==> src/rtl/prienc_pkg.sv <==
package prienc_pkg;
  parameter int unsigned SLICE_W    = 8;
  parameter int unsigned NUM_SLICES = 4;
  localparam int unsigned TOTAL_W   = SLICE_W * NUM_SLICES;
  localparam int unsigned OFF_W     = $clog2(SLICE_W);
  localparam int unsigned GRP_W     = $clog2(NUM_SLICES);
  localparam int unsigned IDX_W     = OFF_W + GRP_W;
endpackage

==> src/rtl/prienc_slice.sv <==
module prienc_slice #(
  parameter int unsigned W     = 8,
  parameter int unsigned OFF_W = $clog2(W)
) (
  input  logic             en_i,
  input  logic [W-1:0]     req_i,
  output logic [OFF_W-1:0] off_o,
  output logic             hit_o,
  output logic             pass_o
);
  logic [OFF_W-1:0] top_pos;

  // scan upward, so the last set bit found is the highest
  always_comb begin
    top_pos = '0;
    for (int unsigned b = 0; b < W; b++) begin
      if (req_i[b]) top_pos = OFF_W'(b);
    end
  end

  assign hit_o  = en_i & (|req_i);
  assign pass_o = en_i & ~(|req_i);
  assign off_o  = hit_o ? top_pos : '0;

  always_comb begin
    // a disabled slice is silent
    p_slice_quiet_r4: assert (en_i || (off_o == '0 && !hit_o && !pass_o));
    // the reported bit is set
    p_slice_bit_set_r1: assert (!hit_o || req_i[off_o]);
    // no bit above the reported one is set
    p_slice_nothing_above_r1: assert (!hit_o || ((req_i >> off_o) >> 1) == '0);
  end
endmodule

==> src/rtl/prienc_merge.sv <==
module prienc_merge #(
  parameter int unsigned N     = 4,
  parameter int unsigned OFF_W = 3,
  parameter int unsigned GRP_W = $clog2(N)
) (
  input  logic [N-1:0][OFF_W-1:0] off_i,
  input  logic [N-1:0]            hit_i,
  output logic [GRP_W+OFF_W-1:0]  idx_o,
  output logic                    any_o
);
  logic [GRP_W-1:0] grp;
  logic [OFF_W-1:0] off;

  always_comb begin
    grp = '0;
    off = '0;
    for (int unsigned s = 0; s < N; s++) begin
      if (hit_i[s]) grp = grp | GRP_W'(s);
      off = off | off_i[s];
    end
  end

  assign idx_o = {grp, off};
  assign any_o = |hit_i;

  always_comb begin
    // the enable chain lets at most one group hit
    p_single_group_r6: assert ($onehot0(hit_i));
  end
endmodule

==> src/rtl/prienc_cascade.sv <==
module prienc_cascade
  import prienc_pkg::*;
(
  input  logic               en_i,
  input  logic [TOTAL_W-1:0] req_i,
  output logic [IDX_W-1:0]   idx_o,
  output logic               any_o,
  output logic               none_o
);
  logic [NUM_SLICES:0]                en_chain;
  logic [NUM_SLICES-1:0][OFF_W-1:0]   off;
  logic [NUM_SLICES-1:0]              hit;

  assign en_chain[NUM_SLICES] = en_i;

  for (genvar s = 0; s < NUM_SLICES; s++) begin : g_slice
    prienc_slice #(.W(SLICE_W), .OFF_W(OFF_W)) u_slice (
      .en_i  (en_chain[s+1]),
      .req_i (req_i[s*SLICE_W +: SLICE_W]),
      .off_o (off[s]),
      .hit_o (hit[s]),
      .pass_o(en_chain[s])
    );
  end

  prienc_merge #(.N(NUM_SLICES), .OFF_W(OFF_W), .GRP_W(GRP_W)) u_merge (
    .off_i(off),
    .hit_i(hit),
    .idx_o(idx_o),
    .any_o(any_o)
  );

  assign none_o = en_chain[0];

  always_comb begin
    // the two flags never coincide, and exactly one is set when enabled
    p_flags_exclusive_r2: assert (!(any_o && none_o));
    p_flags_cover_r3: assert (!en_i || (any_o ^ none_o));
    // the winning bit is set and nothing above it is
    p_winner_set_r1: assert (!any_o || req_i[idx_o]);
    p_winner_top_r1: assert (!any_o || ((req_i >> idx_o) >> 1) == '0);
    // with no hit, the index is zero
    p_idx_zero_r5: assert (any_o || idx_o == '0);
    // a disabled block is silent
    p_off_quiet_r4: assert (en_i || (!any_o && !none_o && idx_o == '0));
  end
endmodule

==> config.mk <==
export PLATFORM = sky130hd
export DESIGN_NAME = prienc_cascade
export DESIGN_NICKNAME = d
export VERILOG_FILES = /design/src/rtl/prienc_pkg.sv /design/src/rtl/prienc_slice.sv /design/src/rtl/prienc_merge.sv /design/src/rtl/prienc_cascade.sv
export SDC_FILE = /design/constraint.sdc
export NUM_CORES = 1
export LEC_CHECK = 0
export BUFFER_PORTS_ARGS = -buffer_cell sky130_fd_sc_hd__buf_4
export CAP_MARGIN = 5
export CORE_AREA = 2 2 39 41
export DETAILED_ROUTE_END_ITERATION = 6
export DIE_AREA = 0 0 41 43
export GPL_TIMING_DRIVEN = 0
export MAX_ROUTING_LAYER = met4
export PLACE_DENSITY = 0.67
export SLEW_MARGIN = 10
export SYNTH_ARGS = -nofsm -noshare
export SYNTH_HDL_FRONTEND = slang
export SYNTH_SLANG_ARGS = --single-unit
==> constraint.sdc <==
create_clock -name vclk -period 3.2
set_input_delay 0.16 -clock vclk [all_inputs]
set_output_delay 0.16 -clock vclk [all_outputs]
set_load 0.02 [all_outputs]
==> results.json, run 1 <==
{
  "clock.fmax_mhz": 575.0,
  "setup_viol": 0,
  "wl_met2_um": 693,
  "wl_per_cell_um": 10.45,
  "wl_met1_um": 476,
  "dr_wl_met3_um": 95,
  "ir_worst_vdd_v": 0.00004931,
  "dieArea_sq_mm": 0.001763,
  "drc_errors": 0,
  "end_kind": "primary output",
  "ys_seq_area_share_pct": 0,
  "netlist_area_sq_um": 381.6,
  "synth.net_count": 98,
  "globalplace.congestion": 0.7136,
  "cpPeakStageDelay_ps": 360,
  "rsz0062_at_grt": "no",
  "cp.required_ps": 3040,
  "fin_ws_ps": 1461,
  "grt_antenna_before_repair": 0,
  "arrival_ps": 1580,
  "synthCells": 65,
  "ys_types": 27,
  "finalPower_uw": 76.35,
  "highest_layer": "met3",
  "multi_input_area_sq_um": 344.1,
  "cp_num_buf_inv": 2,
  "grt_pass1_vias": 571,
  "syn-mean-instance-area_sq_um": 5.871,
  "layout.nets": 140,
  "die_width_um": 41,
  "rows": 14,
  "path_max_fanout": 5,
  "grt_pass1_wl_um": 2159,
  "drt_iter0_markers": 1,
  "maxSlewViolCount": 0,
  "fin_util_pct": 50.72,
  "fillers": 145,
  "cp_cell_sequence": "buf_4, nor4_1, and3_2, o311ai_0, o211ai_1, a21oi_1, buf_4",
  "syn_to_final_growth_pct": 83.93,
  "status": "finished, final reports clean",
  "viasPerCell": 5.091,
  "grt_max_degree": 8,
  "final_cell_mix": "buf_4, nor2_1, a21oi_1",
  "wl_um": 1264,
  "yosys_warnings": 0,
  "grt_overflow": 0,
  "finalHoldViolCount": 0,
  "seqCellArea_sq_um": 0,
  "grt_usage_pct": 16.79,
  "maxSlewHeadroom_pct": 64.00,
  "cap_viol_max_count": 0,
  "dp_hpwl_um": 1157,
  "min_period_over_period_pct": 54.35,
  "power_density_mw_per_mm2": 108.8,
  "dr_total_vias": 616,
  "num_antenna_cells": 0,
  "clkbuf_count": 0,
  "pin_count": 40,
  "die_h_um": 43,
  "min_path_type": "in -> out",
  "first_pass_iters": 4,
  "path_delay_family": "simple AND/OR/NAND/NOR gates",
  "layout-drive-gt1-share_pct": 45.71,
  "ant_nets": 0,
  "pre_cts_slack_ps": 1468,
  "ctsResizeCount": 0,
  "crit_slowest_cell": "nor4_1",
  "start_util_pct": 27.58,
  "critPathMostFrequentCell": "buf_4",
  "startpoint_type": "input port",
  "fin_area_sq_um": 701.9,
  "seq_cells": 0,
  "cts_setup_buffers": 0,
  "worstSetupPathType": "in -> out",
  "placed_area_sq_um": 701.9,
  "post-route-min-period_ps": 1739,
  "holdBufCountCts": 0,
  "numPortBuffers": 40,
  "leakage_nw": 0.3228,
  "final_common_cell": "buf_4",
  "tightest_slew_ps": 535.0,
  "fin_setup_tns_ps": 0,
  "core_area_sq_mm": 0.001384
}
==> through the flow <==
step,cells,hold WS (ps)
after floorplan,65,459.1
after global placement,121,676.5
after detailed placement,121,669.9
after CTS,121,669.9
after global routing,121,693.1
final,121,664.9
==> synthesized netlist by cell type (2+ instances only) <==
cell | n | area, sq um
nand2_1 | 3 | 11.26
a21oi_1 | 9 | 45.04
nor4_1 | 5 | 31.28
o31ai_1 | 2 | 15.01
nor2_1 | 13 | 48.80
inv_1 | 7 | 26.28
nand2b_1 | 2 | 12.51
nor3_1 | 3 | 15.01
o21ai_0 | 3 | 15.01
==> final timing paths <==
check	startpoint	end	cells past startpoint
max	req_i[21]	idx_o[1]	7
min	en_i	idx_o[2]	3
==> final cells by class <==
type,count,share of cell area (%)
Multi-Input combinational cell,57,49.02
Tap cell,16,2.852
Inverter,7,3.743
Timing Repair Buffer,40,42.78
Buffer,1,1.604
==> routing by layer <==
metal | global-route usage (%) | vias to the layer above
met2 | 30.31 | 22
met1 | 20.57 | 269
met3 | 1.047 | 0
met4 | 0 | 0
li1 | - | 325
met5 | - | -
==> kinds of logic after synthesis <==
kind of cell	Yosys count	synth area share, %
compound gates	24	40.00
simple gates	33	50.17
buf+inv	8	9.837
==> where the power goes <==
| part | internal [mW] | switching, mW |
|---|---|---|
| clock network | 0 | 0 |
| logic | 0.0427 | 0.0337 |
| registers | 0 | 0 |
==> worst min-delay path, cell delays in order <==
cell and delay, ps:
buf_4 110, a21o_1 110, buf_4 130
Note: power is estimated with default switching activity, not from simulation.
==> run 2: changes to the inputs <==
ABC_AREA = 1   (was default)
PLACE_DENSITY = 0.79   (was 0.67)
clock period = 1.5 ns   (was 3.2 ns; I/O delays follow)
==> results.json, run 2 <==
{
  "fin_cells": 159,
  "whs_path_depth": 4,
  "wl_per_cell_um": 8.107,
  "layout.nets": 178,
  "wl_um": 1289,
  "clkbuf_count": 0,
  "crit_slowest_cell": "nor2_4",
  "cts_setup_buffers": 0,
  "grt_pass1_wl_um": 2228,
  "maxSlewViolCount": 0,
  "synth_commonest_cells": "nand2_1, inv_1, nor2_1",
  "synthAdderAreaFrac_pct": 0,
  "num_antenna_cells": 0,
  "cp_cell_sequence": "buf_4, nor2_1, nand2_1, nor2_4, inv_1, nand3_1, inv_1, nor2_1, nand3_1, buf_4",
  "grt_antenna_before_repair": 0,
  "cp.required_ps": 1420,
  "fillers": 159,
  "syn-mean-instance-area_sq_um": 4.774,
  "cap_viol_max_count": 0,
  "start_util_pct": 35.53,
  "synthTopCellsByArea": "nand2_1, inv_1, nor2_1",
  "multi_input_area_sq_um": 390.4,
  "min_period_over_period_pct": 82.26,
  "final_cell_mix": "buf_4, nand2_1, inv_1",
  "final_common_cell": "buf_4",
  "end_kind": "primary output",
  "rows": 14,
  "synth_top_area_cell": "nand2_1",
  "synth_compound_area_share_pct": 13.49,
  "hold_path_end": "idx_o[2]",
  "drc_errors": 0,
  "path_max_fanout": 2,
  "cpPeakStageDelay_ps": 160,
  "arrival_ps": 1160,
  "min_path_type": "in -> out",
  "synthXorXnorAreaFrac_pct": 0,
  "startpoint_type": "input port",
  "netlist_area_sq_um": 491.7,
  "status": "finished, final reports clean",
  "setup_viol": 0,
  "layout-drive-gt1-share_pct": 39.86,
  "holdBufCountCts": 0,
  "syn_to_final_growth_pct": 65.14,
  "drt_iter0_markers": 5,
  "post-route-min-period_ps": 1234,
  "synth.net_count": 136,
  "ys_seq_area_share_pct": 0,
  "dp_cells": 159,
  "core_area_sq_mm": 0.001384,
  "fin_setup_tns_ps": 0,
  "ys_types": 20,
  "synth_top_cell_area_share_pct": 21.37,
  "first_pass_iters": 4,
  "yosys.area_share.simple_pct": 65.90,
  "globalplace.congestion": 0.7629,
  "synth_mux_area_share_pct": 0,
  "numPortBuffers": 40,
  "seqCellArea_sq_um": 0,
  "tightest_slew_ps": 208.0,
  "maxSlewHeadroom_pct": 86.06,
  "dr_total_vias": 698,
  "dp_hpwl_um": 1228,
  "viasPerCell": 4.390,
  "grt_overflow": 0,
  "synthCells": 103,
  "dieArea_sq_mm": 0.001763,
  "die_width_um": 41,
  "ctsResizeCount": 0,
  "cp_num_buf_inv": 4,
  "ant_nets": 0,
  "pin_count": 40,
  "clock.fmax_mhz": 810.5,
  "yosysMostFrequentCell": "nand2_1",
  "yosys_warnings": 0,
  "worstSetupPathType": "in -> out",
  "seq_cells": 0,
  "finalHoldViolCount": 0,
  "die_h_um": 43,
  "leakage_nw": 0.4737,
  "power_density_mw_per_mm2": 215.0,
  "ir_worst_vdd_v": 0.00007914,
  "holdCritStartpoint": "req_i[7]",
  "rsz0062_at_grt": "no",
  "grt_usage_pct": 17.20,
  "grt_pass1_vias": 660,
  "synth_top_family_by_area": "simple AND/OR/NAND/NOR gates",
  "grt_max_degree": 5,
  "path_delay_family": "simple AND/OR/NAND/NOR gates"
}
run 2: cell types whose count changed in the layout (fill, tap and decap cells not counted), sizes merged, moves of 6 or more:
cell and delta:
nand2 +27, inv +18, nor2 +11, nand3 +7, a21oi -6, nor4 -6
run 2: per-stage QoR:
step / power (mW) / util [%] / instance area (sq um) / setup WS, ps / hold slack, ps
floorplan: 0.07624 / - / 491.7 / 392.8 / 340.0
global placement: 0.1727 / 58.68 / 812.0 / 279.3 / 540.7
detailed placement: 0.1763 / 58.68 / 812.0 / 268.0 / 540.9
CTS: 0.1768 / 58.68 / 812.0 / 265.3 / 540.9
global route: 0.1970 / 58.68 / 812.0 / 150.5 / 559.5
finish: 0.1746 / 58.68 / 812.0 / 266.1 / 530.7
run 2: how the worst max path moves through the flow:
stage / start / endpoint / slack [ps] / depth (start not counted)
6_report: req_i[21] / any_o / 270 / 10
5_1_grt: req_i[31] / idx_o[0] / 150 / 9
4_1_cts: req_i[31] / idx_o[2] / 270 / 9
3_5_place_dp: req_i[31] / idx_o[1] / 270 / 9
3_3_place_gp: req_i[31] / idx_o[2] / 280 / 9
2_1_floorplan: req_i[4] / none_o / 390 / 5
run 2: cells by family (layout without fill, tap and decap cells):
family,after synthesis,after routing
compound gates,11,11
buf+inv,27,67
simple gates,65,65
run 2: worst min-delay path, cell delays in order:
cell and delay [ps]:
buf_4 90, nor3_2 50, o21ai_2 120, buf_4 130
run 2: final cells by class:
type	instances	share of cell area, %
multi-input combinational	76	48.07
timing repair buffer	40	36.98
inverter	27	12.48
tap	16	2.465
run 2: power breakdown:
part / switching, mW / leakage, nW / internal, mW
clock network: 0 / 0 / 0
registers: 0 / 0 / 0
logic: 0.0803 / 0.474 / 0.0943
total: 0.0803 / 0.474 / 0.0943
run 2: per-layer routing:
layer / vias to the layer above / global-route usage, % / share of wire, %
met2: 27 / 34.69 / 54
met3: 0 / 0 / 8.8
li1: 389 / - / -
met1: 282 / 18.04 / 37
met4: 0 / 0 / 0
met5: - / - / 0
==> run 3: changes to the inputs <==
clock period = 1.1 ns   (was 1.5 ns; I/O delays follow)
==> results.json, run 3 (same netlist as run 2, synthesis figures left out) <==
{
  "dr_total_vias": 756,
  "globalplace.congestion": 0.7629,
  "wl_um": 1718,
  "clock.fmax_mhz": 845.1,
  "ant_nets": 0,
  "ir_worst_vdd_v": 0.0001264,
  "layout-drive-gt1-share_pct": 53.06,
  "pre_cts_slack_ps": -92.01,
  "rows": 14,
  "cp_num_buf_inv": 2,
  "syn_to_final_growth_pct": 99.49,
  "grt_antenna_before_repair": 0,
  "drt_iter0_markers": 9,
  "die_h_um": 43,
  "hold_path_end": "idx_o[2]",
  "clkbuf_count": 0,
  "pin_count": 40,
  "multi_input_area_sq_um": 480.5,
  "first_pass_iters": 4,
  "placed_area_sq_um": 812.0,
  "p_comb_share_pct": 100.0,
  "tightest_slew_ps": 234.2,
  "power_density_mw_per_mm2": 302.2,
  "violations": "setup timing",
  "holdCritStartpoint": "req_i[7]",
  "start_util_pct": 35.53,
  "switching_share_pct": 46.43,
  "seq_cells": 0,
  "min_period_over_period_pct": 107.6,
  "startpoint_type": "input port",
  "cp.depth": 9,
  "grt_pass1_vias": 757,
  "drc_errors": 0,
  "final_cell_mix": "buf_4, nand2_1, inv_1",
  "die_width_um": 41,
  "viasPerCell": 4.638,
  "fin_util_pct": 70.89,
  "cp_cell_sequence": "buf_4, nor2_4, nand2_2, nor2_4, nand3_4, nor2_4, nand2_2, o21ai_2, buf_6",
  "whs_path_depth": 4,
  "fin_area_sq_um": 980.9,
  "grt_pass1_wl_um": 2677,
  "dp_hpwl_um": 1228,
  "setup_viol": 6,
  "hold_slack_ps": 500.2,
  "dieArea_sq_mm": 0.001763,
  "end_kind": "primary output",
  "grt_max_degree": 5,
  "holdBufCountCts": 0,
  "finalHoldViolCount": 0,
  "fin_ws_ps": -83.29,
  "rsz0062_at_grt": "yes",
  "pwr-share-seq_pct": 0,
  "seqCellArea_sq_um": 0,
  "switching_power_uw": 137.6,
  "path_max_fanout": 4,
  "wl_per_cell_um": 10.54,
  "internal_power_uw": 158.8,
  "layout.nets": 182,
  "path_delay_family": "simple AND/OR/NAND/NOR gates",
  "grt_overflow": 0,
  "cp.required_ps": 1040,
  "finalPower_uw": 296.4,
  "final_common_cell": "buf_4",
  "arrival_ps": 1130,
  "core_area_sq_mm": 0.001384,
  "maxSlewHeadroom_pct": 84.22,
  "post-route-min-period_ps": 1183,
  "worstSetupPathType": "in -> out",
  "numPortBuffers": 40,
  "critPathMostFrequentCell": "nor2_4",
  "cap_viol_max_count": 0,
  "fillers": 130,
  "status": "finished with violations",
  "crit_slowest_cell": "buf_4",
  "cpPeakStageDelay_ps": 130,
  "min_path_type": "in -> out",
  "maxSlewViolCount": 0,
  "p_clk_share_pct": 0,
  "num_antenna_cells": 0,
  "leakage_nw": 0.5233,
  "grt_usage_pct": 21.21
}
[run 3: cell types whose count changed in the layout (fill, tap and decap cells not counted), sizes merged]
cell,previous run,this run
buf,40,44
[run 3: layout make-up]
| cell class | count | area share (%) |
|---|---|---|
| well taps | 16 | 2.041 |
| inverters | 27 | 10.33 |
| repair buffers | 44 | 38.65 |
| multi-input cells | 76 | 48.98 |
[run 3: through the flow]
stage                     setup TNS (ps)  std cells
after global routing              -667.3        163
after floorplan                        0        103
after CTS                         -73.81        161
after global placement            -338.9        159
final                             -248.4        163
after detailed placement          -456.0        159
[run 3: layer usage]
metal	part of all wire (%)	up-vias	track usage (%)	wire, um
met4	0	0	2.000	0
met3	4.7	0	1.047	81
met1	36	330	20.32	624
met2	59	27	43.13	1012
met5	0	-	-	0
li1	-	399	-	-
[run 3: repair_timing]
action | CTS | global route
resized for setup | 30 | 8
endpoints found under the hold margin | 0 | 0
setup buffers | 2 | 2
endpoints found under the setup margin | 7 | 7
pin swaps | 5 | 3
[run 3: worst max path at each step]
stage / startpoint / end / slack, ps
floorplan: req_i[4] / none_o / 30
CTS: req_i[31] / idx_o[2] / -50
global route: req_i[18] / idx_o[2] / -150
global placement: req_i[31] / idx_o[2] / -80
detailed placement: req_i[31] / idx_o[1] / -90
finish: req_i[21] / idx_o[2] / -80
[run 3: power by group through the flow]
| stage | clock, mW | sequential (mW) | combinational [mW] |
|---|---|---|---|
| 6_report | 0 | 0 | 0.296 |
| 5_1_grt | 0 | 0 | 0.325 |
| 4_1_cts | 0 | 0 | 0.283 |
| 3_5_place_dp | 0 | 0 | 0.240 |
| 3_3_place_gp | 0 | 0 | 0.236 |
| 2_1_floorplan | 0 | 0 | 0.104 |
